$ cat config.mk
export PLATFORM = sky130hd
export DESIGN_NAME = mdio_master
export DESIGN_NICKNAME = d
export VERILOG_FILES = /design/src/rtl/mdio_pkg.sv /design/src/rtl/mdio_ctrl.sv /design/src/rtl/mdio_datapath.sv /design/src/rtl/mdio_master.sv
export SDC_FILE = /design/constraint.sdc
export NUM_CORES = 1
export LEC_CHECK = 0
export ABC_AREA = 1
export BUFFER_PORTS_ARGS = -buffer_cell sky130_fd_sc_hd__buf_2
export CAP_MARGIN = 20
export CORE_UTILIZATION = 60
export CTS_BUF_LIST = sky130_fd_sc_hd__clkbuf_4 sky130_fd_sc_hd__clkbuf_8 sky130_fd_sc_hd__clkbuf_16
export CTS_CLUSTER_DIAMETER = 60
export DETAILED_ROUTE_END_ITERATION = 8
export PLACE_DENSITY_LB_ADDON = 0.08
export SLEW_MARGIN = 20
export SYNTH_ARGS = -nofsm -noshare
export SYNTH_HDL_FRONTEND = slang
export SYNTH_SLANG_ARGS = --single-unit
$ cat constraint.sdc
create_clock -name clk -period 6.7 [get_ports clk]
set_input_delay 0 -clock clk [delete_from_list [all_inputs] [get_ports clk]]
set_output_delay 0 -clock clk [all_outputs]
set_load 0.1 [all_outputs]
$ cat src/rtl/mdio_pkg.sv
package mdio_pkg;

  localparam int REG_W    = 32;
  localparam int DATA_W   = 16;
  localparam int PHASE_W  = 8;
  localparam int CORE_W   = 32;
  localparam int FRAME_W  = 2 * CORE_W;
  localparam int DRIVE_W  = 14;               // start + opcode + phy + register
  localparam int BIT_W    = $clog2(FRAME_W);

  localparam int OFF_CMD  = 'h00;
  localparam int OFF_WDAT = 'h08;
  localparam int OFF_RDAT = 'h10;
  localparam int OFF_CLK  = 'h18;
  localparam int OFF_EN   = 'h20;

  typedef struct packed {
    logic sample;
    logic advance;
    logic done;
  } mdioStrobe_t;

  typedef struct packed {
    logic [FRAME_W-1:0] tx;
    logic [FRAME_W-1:0] oe;
    logic               isRead;
  } mdioFrame_t;

  function automatic logic opAccepted(input logic c45, input logic [1:0] op);
    return c45 || (op[1] == 1'b0);
  endfunction

  function automatic logic opIsRead(input logic c45, input logic [1:0] op);
    return c45 ? op[1] : (op == 2'b01);
  endfunction

  function automatic mdioFrame_t buildFrame(
    input logic c45, input logic pre, input logic [1:0] op,
    input logic [4:0] phy, input logic [4:0] rg, input logic [DATA_W-1:0] wd);
    mdioFrame_t f;
    logic [CORE_W-1:0] core, coreOe;
    logic rd;
    logic [1:0] st, opw, ta;
    rd  = opIsRead(c45, op);
    st  = c45 ? 2'b00 : 2'b01;
    opw = c45 ? op : (op[0] ? 2'b10 : 2'b01);
    ta  = rd ? 2'b00 : 2'b10;
    core   = {st, opw, phy, rg, ta, (rd ? {DATA_W{1'b0}} : wd)};
    coreOe = rd ? {{DRIVE_W{1'b1}}, {(CORE_W-DRIVE_W){1'b0}}} : {CORE_W{1'b1}};
    if (pre) begin
      f.tx = {{CORE_W{1'b1}}, core};
      f.oe = {{CORE_W{1'b1}}, coreOe};
    end else begin
      f.tx = {core, {CORE_W{1'b0}}};
      f.oe = {coreOe, {CORE_W{1'b0}}};
    end
    f.isRead = rd;
    return f;
  endfunction

endpackage

$ cat src/rtl/mdio_ctrl.sv
module mdio_ctrl
  import mdio_pkg::*;
(
  input  logic               clk,
  input  logic               rstN,
  input  logic               launch,
  input  logic               kill,
  input  logic [PHASE_W-1:0] halfLen,
  input  logic               longFrame,
  output logic               busy,
  output logic               mdc,
  output mdioStrobe_t        strobe
);

  localparam logic [BIT_W-1:0] LAST_LONG  = BIT_W'(FRAME_W - 1);
  localparam logic [BIT_W-1:0] LAST_SHORT = BIT_W'(CORE_W - 1);

  logic               phaseHigh;
  logic [PHASE_W-1:0] halfCnt;
  logic [PHASE_W-1:0] halfLenQ;
  logic [BIT_W-1:0]   bitCnt;
  logic               longQ;
  logic               halfEnd;
  logic               lastBit;

  assign halfEnd = busy && (halfCnt == halfLenQ - 1'b1);
  assign lastBit = (bitCnt == (longQ ? LAST_LONG : LAST_SHORT));

  always_comb begin
    strobe.sample  = halfEnd && !phaseHigh;
    strobe.advance = halfEnd && phaseHigh && !lastBit;
    strobe.done    = halfEnd && phaseHigh && lastBit;
  end

  assign mdc = busy && phaseHigh;

  always_ff @(posedge clk or negedge rstN) begin
    if (!rstN) begin
      busy      <= 1'b0;
      phaseHigh <= 1'b0;
      halfCnt   <= '0;
      halfLenQ  <= PHASE_W'(1);
      bitCnt    <= '0;
      longQ     <= 1'b0;
    end else if (kill) begin
      busy      <= 1'b0;
      phaseHigh <= 1'b0;
      halfCnt   <= '0;
      bitCnt    <= '0;
    end else if (launch) begin
      busy      <= 1'b1;
      phaseHigh <= 1'b0;
      halfCnt   <= '0;
      bitCnt    <= '0;
      halfLenQ  <= halfLen;
      longQ     <= longFrame;
    end else if (busy) begin
      if (halfEnd) begin
        halfCnt <= '0;
        if (!phaseHigh) begin
          phaseHigh <= 1'b1;
        end else if (lastBit) begin
          busy      <= 1'b0;
          phaseHigh <= 1'b0;
        end else begin
          phaseHigh <= 1'b0;
          bitCnt    <= bitCnt + 1'b1;
        end
      end else begin
        halfCnt <= halfCnt + 1'b1;
      end
    end
  end

endmodule

$ cat src/rtl/mdio_datapath.sv
module mdio_datapath
  import mdio_pkg::*;
#(
  parameter int                 ADDR_W      = 6,
  parameter logic [PHASE_W-1:0] RESET_PHASE = 8'd4
) (
  input  logic               clk,
  input  logic               rstN,
  input  logic [ADDR_W-1:0]  busAddr,
  input  logic               busWrEn,
  input  logic [REG_W-1:0]   busWrData,
  output logic [REG_W-1:0]   busRdData,
  input  logic               mdioIn,
  input  mdioStrobe_t        strobe,
  input  logic               busy,
  output logic               launch,
  output logic               kill,
  output logic [PHASE_W-1:0] halfLen,
  output logic               longFrame,
  output logic               mdioOut,
  output logic               mdioOe,
  output logic               wrPend,
  output logic               rdPend,
  output logic               wrVal,
  output logic               rdVal,
  output logic               enOn
);

  logic [4:0]         cmdRg, cmdPhy;
  logic [1:0]         cmdOp;
  logic [DATA_W-1:0]  wrData, rdData, rxShift;
  logic [PHASE_W-1:0] cfgPhase;
  logic [3:0]         cfgSamp;
  logic [4:0]         cfgSHi;
  logic               cfgPre, cfgIdle, cfgSMode, cfgMode;
  logic [FRAME_W-1:0] txShift, oeShift;
  logic               hitCmd, hitWdat, hitRdat, hitClk, hitEn;
  mdioFrame_t         frame;

  assign hitCmd  = (busAddr == ADDR_W'(OFF_CMD));
  assign hitWdat = (busAddr == ADDR_W'(OFF_WDAT));
  assign hitRdat = (busAddr == ADDR_W'(OFF_RDAT));
  assign hitClk  = (busAddr == ADDR_W'(OFF_CLK));
  assign hitEn   = (busAddr == ADDR_W'(OFF_EN));

  assign longFrame = cfgPre || cfgMode;
  assign halfLen   = (cfgPhase == '0) ? PHASE_W'(1) : cfgPhase;

  assign frame  = buildFrame(cfgMode, longFrame, busWrData[17:16],
                             busWrData[12:8], busWrData[4:0], wrData);
  assign launch = busWrEn && hitCmd && enOn && !(wrPend || rdPend) &&
                  opAccepted(cfgMode, busWrData[17:16]);
  assign kill   = busWrEn && hitEn && !busWrData[0];

  assign mdioOe  = busy && oeShift[FRAME_W-1];
  assign mdioOut = mdioOe && txShift[FRAME_W-1];

  always_comb begin
    busRdData = '0;
    if (hitCmd)  busRdData = {14'b0, cmdOp, 3'b0, cmdPhy, 3'b0, cmdRg};
    if (hitWdat) busRdData = {14'b0, wrPend, wrVal, wrData};
    if (hitRdat) busRdData = {14'b0, rdPend, rdVal, rdData};
    if (hitClk)  busRdData = {7'b0, cfgMode, 3'b0, cfgSHi, cfgSMode, 1'b0,
                              cfgIdle, cfgPre, cfgSamp, cfgPhase};
    if (hitEn)   busRdData = {31'b0, enOn};
  end

  always_ff @(posedge clk or negedge rstN) begin
    if (!rstN) begin
      cmdRg    <= '0;
      cmdPhy   <= '0;
      cmdOp    <= '0;
      wrData   <= '0;
      rdData   <= '0;
      rxShift  <= '0;
      wrPend   <= 1'b0;
      rdPend   <= 1'b0;
      wrVal    <= 1'b0;
      rdVal    <= 1'b0;
      cfgPhase <= RESET_PHASE;
      cfgSamp  <= '0;
      cfgSHi   <= '0;
      cfgPre   <= 1'b0;
      cfgIdle  <= 1'b0;
      cfgSMode <= 1'b0;
      cfgMode  <= 1'b0;
      enOn     <= 1'b0;
      txShift  <= '0;
      oeShift  <= '0;
    end else begin
      if (busWrEn && hitWdat) wrData <= busWrData[DATA_W-1:0];
      if (busWrEn && hitClk) begin
        cfgPhase <= busWrData[7:0];
        cfgSamp  <= busWrData[11:8];
        cfgPre   <= busWrData[12];
        cfgIdle  <= busWrData[13];
        cfgSMode <= busWrData[15];
        cfgSHi   <= busWrData[20:16];
        cfgMode  <= busWrData[24];
      end
      if (busWrEn && hitEn) enOn <= busWrData[0];
      if (launch) begin
        cmdRg   <= busWrData[4:0];
        cmdPhy  <= busWrData[12:8];
        cmdOp   <= busWrData[17:16];
        txShift <= frame.tx;
        oeShift <= frame.oe;
        if (frame.isRead) begin
          rdPend <= 1'b1;
          rdVal  <= 1'b0;
        end else begin
          wrPend <= 1'b1;
          wrVal  <= 1'b0;
        end
      end
      if (strobe.advance) begin
        txShift <= {txShift[FRAME_W-2:0], 1'b0};
        oeShift <= {oeShift[FRAME_W-2:0], 1'b0};
      end
      if (strobe.sample) rxShift <= {rxShift[DATA_W-2:0], mdioIn};
      if (strobe.done) begin
        if (rdPend) begin
          rdData <= rxShift;
          rdVal  <= 1'b1;
        end else begin
          wrVal <= 1'b1;
        end
        rdPend <= 1'b0;
        wrPend <= 1'b0;
      end
      if (kill) begin
        wrPend <= 1'b0;
        rdPend <= 1'b0;
        wrVal  <= 1'b0;
        rdVal  <= 1'b0;
      end
    end
  end

endmodule

$ cat src/rtl/mdio_master.sv
module mdio_master
  import mdio_pkg::*;
#(
  parameter int                 ADDR_W      = 6,
  parameter logic [PHASE_W-1:0] RESET_PHASE = 8'd4
) (
  input  logic              clk,
  input  logic              rstN,
  input  logic [ADDR_W-1:0] busAddr,
  input  logic              busWrEn,
  input  logic [REG_W-1:0]  busWrData,
  output logic [REG_W-1:0]  busRdData,
  output logic              mdc,
  output logic              mdioOut,
  output logic              mdioOe,
  input  logic              mdioIn
);

  mdioStrobe_t        strobe;
  logic               ctrlBusy, launch, killReq, longFrame;
  logic [PHASE_W-1:0] halfLen;
  logic               wrPend, rdPend, wrVal, rdVal, enOn;

  mdio_ctrl u_ctrl (
    .clk       (clk),
    .rstN      (rstN),
    .launch    (launch),
    .kill      (killReq),
    .halfLen   (halfLen),
    .longFrame (longFrame),
    .busy      (ctrlBusy),
    .mdc       (mdc),
    .strobe    (strobe)
  );

  mdio_datapath #(.ADDR_W(ADDR_W), .RESET_PHASE(RESET_PHASE)) u_dp (
    .clk       (clk),
    .rstN      (rstN),
    .busAddr   (busAddr),
    .busWrEn   (busWrEn),
    .busWrData (busWrData),
    .busRdData (busRdData),
    .mdioIn    (mdioIn),
    .strobe    (strobe),
    .busy      (ctrlBusy),
    .launch    (launch),
    .kill      (killReq),
    .halfLen   (halfLen),
    .longFrame (longFrame),
    .mdioOut   (mdioOut),
    .mdioOe    (mdioOe),
    .wrPend    (wrPend),
    .rdPend    (rdPend),
    .wrVal     (wrVal),
    .rdVal     (rdVal),
    .enOn      (enOn)
  );

endmodule

==> results_dict.tcl, run 1 <==
set metrics [dict create \
    htreeDepth 1 \
    hold_viol_final 0 \
    finalNonFillerCells 1647 \
    cp_slowest_cell "nand2_2" \
    crit_required_ps 7110 \
    avgSynthCellArea_um2 8.213 \
    dp_hpwl_mm 16.65 \
    fin_util_pct 69.32 \
    tns_ps 0 \
    yosysWarningCount 0 \
    coreArea_um2 18150 \
    layout.nets 1450 \
    die_width_um 138.9 \
    synth-seq-cells 239 \
    synthTopCellsByArea "dfrtp_1 53%, nand2_1 10%, nand3_1 9.1%" \
    synth-edff-count 0 \
    cts_sinks 239 \
    numCtsBuffers 26 \
    setup.worst_path.start_class "flop" \
    synth_top_area_cell "dfrtp_1" \
    hold_path.class "in -> reg" \
    syn_inst 1370 \
    slowest_delay_ps 1130 \
    ys_seq_area_share_pct 53.17 \
    path_clk_slew_ps 60 \
    peakVddDrop_mv 0.2754 \
    gp_congestion 0.8573 \
    dr.pass1.iters 7 \
    min_path_cells 7 \
    cts_resized 0 \
    vias 9349 \
    syn_to_final_growth_pct 11.80 \
    cts_tree "done" \
    power_density_nw_per_um2 360.9 \
    critPathCaptureType "flop" \
    antenna_found_initial 0 \
    synth-main-ff-cell "dfrtp_1" \
    drive_above_1_share_pct 9.238 \
    maxCapViolCount 0 \
    hp-start "busAddr[4]" \
    grt_pass1_vias 8801 \
    dp.cells 1577 \
    worstSetupPathType "reg -> reg" \
    postSynth.asyncResetShare_pct 100.0 \
    fmax_mhz 250.7 \
    fin_crit_ps 3988 \
    crit_chain "ha_1, nand3_1, nor2_1, nand2_1, nand4_4, nand2_2, nand2_1, nor2_1, nor2_1" \
    io_buffers 56 \
    leakagePower_nw 5.898 \
    r2r_start "u_ctrl.bitCnt[0]" \
    drt_iter0_drc 850 \
    routedWlPerCell_um 16.15 \
    ant_nets 0 \
    fin_worst_skew_ps 19.23 \
    worst_skew_pair.late_latency_ps 540 \
    synth.cell_area_um2 11250 \
    grt_usage_pct 28.37 \
    cts_root_buf "clkbuf_16" \
    grt_pass1_wl_mm 44.24 \
    route.detailed.drc 0 \
    ys_top_cells_by_count "311 x nand2_1, 237 x dfrtp_1, 205 x nand3_1" \
    totalWireLength_mm 26.61 \
    r2r_slack_ps 2710 \
    synth_top_area_share_pct 52.71 \
    slew_violations 0 \
    die_height_um 138.9 \
    crit_fanout 63 \
    relSlewSlack_pct 28.77 \
    grt_remaining_overflow 0 \
    whs_ps 88.03 \
    worst_pin_slew_ps 1066 \
    whs_endpoint "u_ctrl.bitCnt[5]" \
    status "finished clean" \
    worst_slack_ps 2712 \
    crit_path_frequent_cell "nor2_1" \
    yosysMostFrequentCell "nand2_1" \
    io_pins 77 \
    rsz0062_at_grt "no" \
    reg2reg_depth 9 \
    cts_buffer_depth 3 \
    start_util_pct 62.00 \
    num_antenna_cells 0 \
    dieArea_um2 19310 \
    cp.arrival_ps 4400 \
    rows 49 \
    timing.final.crit_share_pct 59.53 \
    ys_types 41 \
    pre_cts_ws_ps 2698 \
    vias_per_cell 5.676 \
    grt_max_degree 116 \
    setup_viol 0 \
    worst_r2r_endpoint "u_dp.oeShift[41]" \
]
per-stage QoR:
stage          power [mW]  cell area (um2)
6_report            4.540            12580
5_1_grt             4.805            12580
2_1_floorplan       2.900            11290
3_5_place_dp        3.147            11450
4_1_cts             4.564            12570
3_3_place_gp        3.098            11450
per-layer routing:
| layer | track usage (%) | up-vias | wire [um] |
|---|---|---|---|
| li1 | - | 4553 | - |
| met1 | 43.26 | 4463 | 12480 |
| met2 | 43.01 | 284 | 11910 |
| met3 | 3.211 | 49 | 1471 |
| met4 | 8.363 | 0 | 738 |
| met5 | 0 | - | 0 |
cell usage in the layout (no fill, tap or decap), drive strengths merged, types with 10 or more instances in the layout:
master and instances:
nand4 42, o21ai 119, o22ai 16, buf 66, a21oi 40, inv 125, dlygate4sd3 28, nand2 311
dfrtp 237, conb 10, nand3 208, nor2 126, clkbuf 36
flip-flops by register name, summed over array words and instances (netlist names), 2 cells and up:
register and count:
u_dp.oeShift 64, u_dp.cmdOp 2, u_dp.rxShift 16, u_dp.txShift 64, u_dp.wrData 16, u_dp.cmdRg 5, u_dp.cfgSHi 5, u_ctrl.bitCnt 6
u_dp.cmdPhy 5, u_dp.rdData 16, u_ctrl.halfLenQ 8, u_dp.cfgPhase 8, u_ctrl.halfCnt 8, u_dp.cfgSamp 4
power breakdown:
part	switching, mW	leakage (nW)	internal (mW)
Sequential	0.263	2.92	1.90
Combinational	0.613	2.56	0.370
Clock	0.563	0.419	0.834
worst max-delay path by stage:
| stage | cells past startpoint | to | from | slack, ps |
|---|---|---|---|---|
| after floorplan | 6 | busRdData[10] | busAddr[1] | 4030 |
| after global placement | 9 | u_dp.oeShift[33] | u_ctrl.bitCnt[0] | 2760 |
| after detailed placement | 9 | u_dp.oeShift[34] | u_ctrl.bitCnt[0] | 2700 |
| after CTS | 9 | u_dp.oeShift[44] | u_ctrl.bitCnt[0] | 2740 |
| after global routing | 9 | u_dp.oeShift[33] | u_ctrl.bitCnt[0] | 2280 |
| final | 9 | u_dp.oeShift[41] | u_ctrl.bitCnt[0] | 2710 |
logic make-up after synthesis:
family	count (synthesis)	share of synthesized area, %
AO/OA/AOI/OAI	197	9.585
XOR/XNOR	7	0.5449
adder cells (fa/ha/maj)	3	0.3336
buffers and inverters	220	8.607
flip-flops	239	53.17
multiplexers	1	0.1001
other	1	0.03333
AND/OR/NAND/NOR	702	27.62
final cells by class:
cell class	count	area, um2
clock buffers	36	769.5
clock inverters	5	67.56
fillers	1461	5568
inverters	124	465.4
multi-input cells	920	4358
flip-flops and latches	239	5983
well taps	229	286.5
repair buffers	94	649.4
worst max-delay path: cells and delay by family (launching register included):
kind	cells	cell delay, ps
fa+ha+maj	1	230
flops	1	380
simple gates	8	3230
repair_timing:
action	4_1_cts	5_1_grt
hold buffers	28	0
hold endpoints to repair	188	0
setup buffers	0	0
Power figures use the tool's default switching activity.
==> run 2: changes to the inputs <==
- ABC_AREA: 1 -> 0
- CORE_UTILIZATION: 60 -> 55
- clock period: 6.7 -> 3.3 ns (I/O delays scaled with it)
==> results_dict.tcl, run 2 <==
set metrics [dict create \
    status "finished clean" \
    synthTopCellsByArea "dfrtp_1 51%, mux2_2 10%, mux2i_1 6.2%" \
    layout.nets 1168 \
    die_height_um 146.9 \
    dieArea_um2 21580 \
    start_util_pct 56.52 \
    placed_cell_area_um2 12040 \
    ys_types 59 \
    drive_above_1_share_pct 22.88 \
    grt_usage_pct 23.88 \
    fin_worst_skew_ps 13.36 \
    cts_setup_buffers 0 \
    synth.cell_area_um2 11550 \
    cts_root_buf "clkbuf_16" \
    io_buffers 56 \
    r2r_start "u_ctrl.halfLenQ[0]" \
    hp-start "busAddr[5]" \
    grt_pass1_wl_mm 41.50 \
    postSynth.asyncResetShare_pct 100.0 \
    slew_violations 0 \
    whs_endpoint "u_dp.rdVal" \
    setup_viol 0 \
    reg_top3 "u_dp.oeShift x64, u_dp.txShift x64" \
    rsz0062_at_grt "no" \
    leakagePower_nw 6.373 \
    reg2reg_depth 10 \
    worst_skew_pair.late_latency_ps 540 \
    finalNonFillerCells 1415 \
    syn_to_final_growth_pct 15.53 \
    dp.cells 1337 \
    cp-startpoint "u_ctrl.halfLenQ[0]" \
    min_path_cells 5 \
    numCtsBuffers 28 \
    fin_crit_ps 3122 \
    power.internal_mw 5.404 \
    die_width_um 146.9 \
    gp_congestion 0.7837 \
    p_switching_mw 1.643 \
    grt_max_degree 109 \
    synth-edff-count 0 \
    synth_top_area_cell "dfrtp_1" \
    fmax_mhz 320.4 \
    routedWlPerCell_um 17.48 \
    ys_seq_area_share_pct 51.82 \
    switching_share_pct 23.31 \
    whs_ps 28.83 \
    mostFrequentLayoutCells "237 x dfrtp_1, 132 x nand2_1, 105 x mux2_2" \
    tns_ps 0 \
    cts_buffer_depth 3 \
    avgSynthCellArea_um2 10.95 \
    syn_inst 1054 \
    worst_pin_slew_ps 1063 \
    setup.worst_path.start_class "flop" \
    sequentialPowerShare_pct 44.9 \
    ys_top_cells_by_count "237 x dfrtp_1, 133 x nand2_1, 105 x mux2_2" \
    p_comb_share_pct 7.0 \
    dr.pass1.iters 5 \
    vias 7801 \
    dp_hpwl_mm 15.74 \
    ant_nets 0 \
    htreeDepth 1 \
    hold_viol_final 0 \
    worst_r2r_endpoint "u_dp.txShift[49]" \
    hold_path.class "in -> reg" \
    timing.final.crit_share_pct 94.59 \
    final_area_um2 13340 \
    power_density_nw_per_um2 528.3 \
    drt_iter0_drc 498 \
    layout.cells.most_common "dfrtp_1" \
    critPathCaptureType "flop" \
    crit_required_ps 3750 \
    worstSetupPathType "reg -> reg" \
    crit_fanout 25 \
    yosysMostFrequentCell "dfrtp_1" \
    route.detailed.drc 0 \
    synth-main-ff-cell "dfrtp_1" \
    grt_remaining_overflow 0 \
    grt_pass1_vias 7736 \
    coreArea_um2 20430 \
    totalWireLength_mm 24.74 \
    rows 52 \
    maxCapViolCount 0 \
    io_pins 77 \
    peakVddDrop_mv 0.3732 \
    cts_tree "done" \
    relSlewSlack_pct 28.95 \
    synth_top_area_share_pct 51.37 \
    cts_sinks 239 \
    antenna_found_initial 0 \
    vias_per_cell 5.513 \
    r2r_slack_ps 180 \
    synth-seq-cells 239 \
    pwr-share-clk_pct 48.1 \
    cp.arrival_ps 3570 \
    yosysWarningCount 0 \
    path_clk_slew_ps 60 \
    num_antenna_cells 0 \
]
-- run 2: final cells by class --
type                       instances  area [um2]
clock buffer                      42       848.3
clock inverter                    10       185.2
fill                            1652        7091
inverter                          75       281.5
multi-input combinational        673        4910
sequential                       239        5983
tap                              270       337.8
timing repair buffer             106       793.3
-- run 2: critical path: stages (launching register included) --
cell      delay (ps)
dfstp_2          550
inv_1             80
ha_1             290
nand2b_1         190
o211a_1          130
o31a_1           290
or4_4            470
nor2_4           180
buf_12           210
buf_4            370
mux2i_1          250
-- run 2: timing repair --
action,CTS,global route
endpoints found under the hold margin,179,0
hold buffers,26,0
gates resized for setup,0,1
setup endpoints to repair,0,12
-- run 2: how the worst max path moves through the flow --
stage	endpoint	cells after the start
after floorplan	u_dp.txShift[56]	10
after global routing	u_dp.oeShift[13]	10
after CTS	u_dp.txShift[49]	10
final	u_dp.txShift[49]	10
after global placement	u_dp.txShift[60]	10
after detailed placement	u_dp.txShift[49]	10
-- run 2: kinds of logic after synthesis --
| logic type | share of synthesized area [%] |
|---|---|
| xor+xnor | 1.062 |
| buf+inv | 6.101 |
| flops | 51.82 |
| simple gates | 10.62 |
| mux | 21.17 |
| fa+ha+maj | 0.3251 |
| other cells | 0.03248 |
| compound gates | 8.864 |
-- run 2: through the flow --
step | power (mW) | util [%] | setup slack (ps)
3_3_place_gp | 3.674 | 58.92 | 267.4
4_1_cts | 7.116 | 65.25 | 179.4
5_1_grt | 7.299 | 65.29 | 21.37
2_1_floorplan | 3.490 | - | 567.4
6_report | 7.047 | 65.29 | 178.5
3_5_place_dp | 3.684 | 58.92 | 194.7
-- run 2: layer usage --
layer | vias up | global-route usage (%) | wire length [um]
met3 | 31 | 3.696 | 927
met2 | 135 | 36.92 | 11560
li1 | 3738 | - | -
met1 | 3897 | 35.65 | 11870
met5 | - | 0 | 0
met4 | 0 | 5.412 | 374
-- run 2: power by group through the flow --
| stage | logic [mW] | clock network [mW] | registers, mW |
|---|---|---|---|
| final | 0.494 | 3.39 | 3.17 |
| after global routing | 0.550 | 3.57 | 3.18 |
| after CTS | 0.498 | 3.45 | 3.16 |
| after detailed placement | 0.470 | 0 | 3.21 |
| after global placement | 0.463 | 0 | 3.21 |
| after floorplan | 0.327 | 0 | 3.16 |
==> run 3: changes to the inputs <==
- CORE_UTILIZATION: 55 -> 54
- SYNTH_HIERARCHICAL: default -> 1
==> results_dict.tcl, run 3 <==
set metrics [dict create \
    status "finished clean" \
    grt_pass1_wl_mm 39.99 \
    finalNonFillerCells 1310 \
    hold_viol_final 0 \
    die_width_um 143.6 \
    synth-main-ff-cell "dfrtp_1" \
    numCtsBuffers 26 \
    worst_pin_slew_ps 805.0 \
    avgSynthCellArea_um2 11.25 \
    whs_ps 64.22 \
    grt_usage_pct 24.93 \
    crit_fanout 18 \
    synth-edff-count 0 \
    maxCapViolCount 0 \
    ys_top_cells_by_count "237 x dfrtp_1, 131 x nand2_1, 76 x mux2_2" \
    routedWlPerCell_um 18.63 \
    timing.final.crit_share_pct 93.04 \
    power_density_nw_per_um2 581.8 \
    drt_iter0_drc 515 \
    cts_sinks 239 \
    gp_congestion 0.8413 \
    vias_per_cell 5.803 \
    syn_inst 962 \
    postSynth.asyncResetShare_pct 100.0 \
    rsz0062_at_grt "no" \
    relSlewSlack_pct 46.34 \
    totalWireLength_mm 24.41 \
    grt_max_degree 98 \
    leakagePower_nw 5.688 \
    die_height_um 143.6 \
    layout.cells.most_common "dfrtp_1" \
    critPathCaptureType "flop" \
    slew_violations 0 \
    drive_above_1_share_pct 24.78 \
    worst_slack_ps 229.8 \
    fin_worst_skew_ps 13.25 \
    vias 7602 \
    path_clk_slew_ps 60 \
    synth-seq-cells 239 \
    fin_crit_ps 3070 \
    num_antenna_cells 0 \
    fin_util_pct 64.03 \
    reg_top3 "u_dp/oeShift x64, u_dp/txShift x64" \
    synth_top_area_share_pct 54.78 \
    layout.nets 1070 \
    worst_skew_pair.late_latency_ps 530 \
    crit_required_ps 3700 \
    mostFrequentLayoutCells "237 x dfrtp_1, 131 x nand2_1, 76 x mux2_2" \
    coreArea_um2 19530 \
    tns_ps 0 \
    route.detailed.drc 0 \
    ys_types 64 \
    pre_cts_ws_ps 233.8 \
    fmax_mhz 325.7 \
    dr.pass1.iters 4 \
    io_pins 77 \
    synthTopCellsByArea "dfrtp_1 55%, mux2_2 7.9%, nand2_1 4.5%" \
    grt_remaining_overflow 0 \
    ant_nets 0 \
    cp.arrival_ps 3470 \
    yosysMostFrequentCell "dfrtp_1" \
    dieArea_um2 20620 \
    rows 51 \
    dp_hpwl_mm 15.40 \
    io_buffers 56 \
    synth.cell_area_um2 10830 \
    worstSetupPathType "reg -> reg" \
    hold_path.class "in -> reg" \
    cts_tree "done" \
    start_util_pct 55.45 \
    syn_to_final_growth_pct 15.49 \
    cts_root_buf "clkbuf_16" \
    setup.worst_path.start_class "flop" \
    setup_viol 0 \
    synth_top_area_cell "dfrtp_1" \
    grt_pass1_vias 7230 \
    cts_buffer_depth 3 \
    dp.cells 1234 \
    htreeDepth 1 \
    peakVddDrop_mv 0.4433 \
    antenna_found_initial 0 \
    ys_seq_area_share_pct 55.26 \
    yosysWarningCount 6 \
]
run 3: critical path: stages (launching register included):
cell	delay [ps]
dfstp_2	590
inv_1	70
ha_1	270
nor2b_1	160
or3_1	330
a31oi_1	230
buf_4	160
o211ai_4	180
nor2_1	340
nand2_1	100
buf_4	220
mux2_2	300
run 3: area by class of cell:
type / instances / area [um2]
tap: 265 / 331.6
sequential: 239 / 5983
inverter: 7 / 31.28
clock buffer: 37 / 794.5
timing repair buffer: 111 / 815.8
multi-input combinational: 640 / 4380
fill: 1573 / 7023
clock inverter: 11 / 166.4
run 3: path summary, 6_finish.rpt:
check                                         from  depth (start not counted)  slack, ps               end
worst max-delay path            u_ctrl/halfLenQ[0]                         11        230   u_dp/rdData[13]
worst min-delay path                    busAddr[5]                          4         60         u_dp/enOn
worst max register to register  u_ctrl/halfLenQ[0]                         11        230   u_dp/rdData[13]
worst min register to register    u_dp/oeShift[62]                          2        470  u_dp/oeShift[63]
max in group asynchronous                     rstN                          3       2300   u_dp/wrData[14]
min in group asynchronous                     rstN                          2        100  u_dp/txShift[13]
run 3: report_power, final:
group	switching (mW)	leakage [nW]	total [mW]	internal, mW
clock	1.18	0.470	3.17	1.99
combinational	0.379	2.22	0.683	0.303
sequential	0.221	3.00	3.42	3.20
total	1.78	5.69	7.27	5.49
run 3: kinds of logic (layout without fill, tap and decap cells):
logic type	count (synthesis)	count (layout)	synth area share (%)
fa+ha+maj	3	3	0.3467
mux	79	79	8.194
compound gates	226	226	16.60
simple gates	306	306	13.61
buf+inv	92	166	4.657
flops	239	239	55.26
xor+xnor	16	16	1.294
other cells	1	10	0.03464
run 3: metal layers:
layer	wire length, um	vias to the layer above	track usage [%]
li1	-	3573	-
met1	11870	3830	38.24
met2	10930	169	37.17
met3	1206	30	3.999
met4	397	0	5.263
met5	0	-	0
run 3: stage by stage:
step / power (mW) / cell area, um2
after floorplan: 3.885 / 10860
final: 7.275 / 12500
after global routing: 7.581 / 12500
after CTS: 7.336 / 12480
after detailed placement: 4.129 / 11270
after global placement: 4.108 / 11270
run 3: what timing repair did:
item	4_1_cts	5_1_grt
setup endpoints to repair	0	6
endpoints found under the hold margin	167	0
setup buffers	0	3
hold buffers	25	0
gates resized for setup	0	0
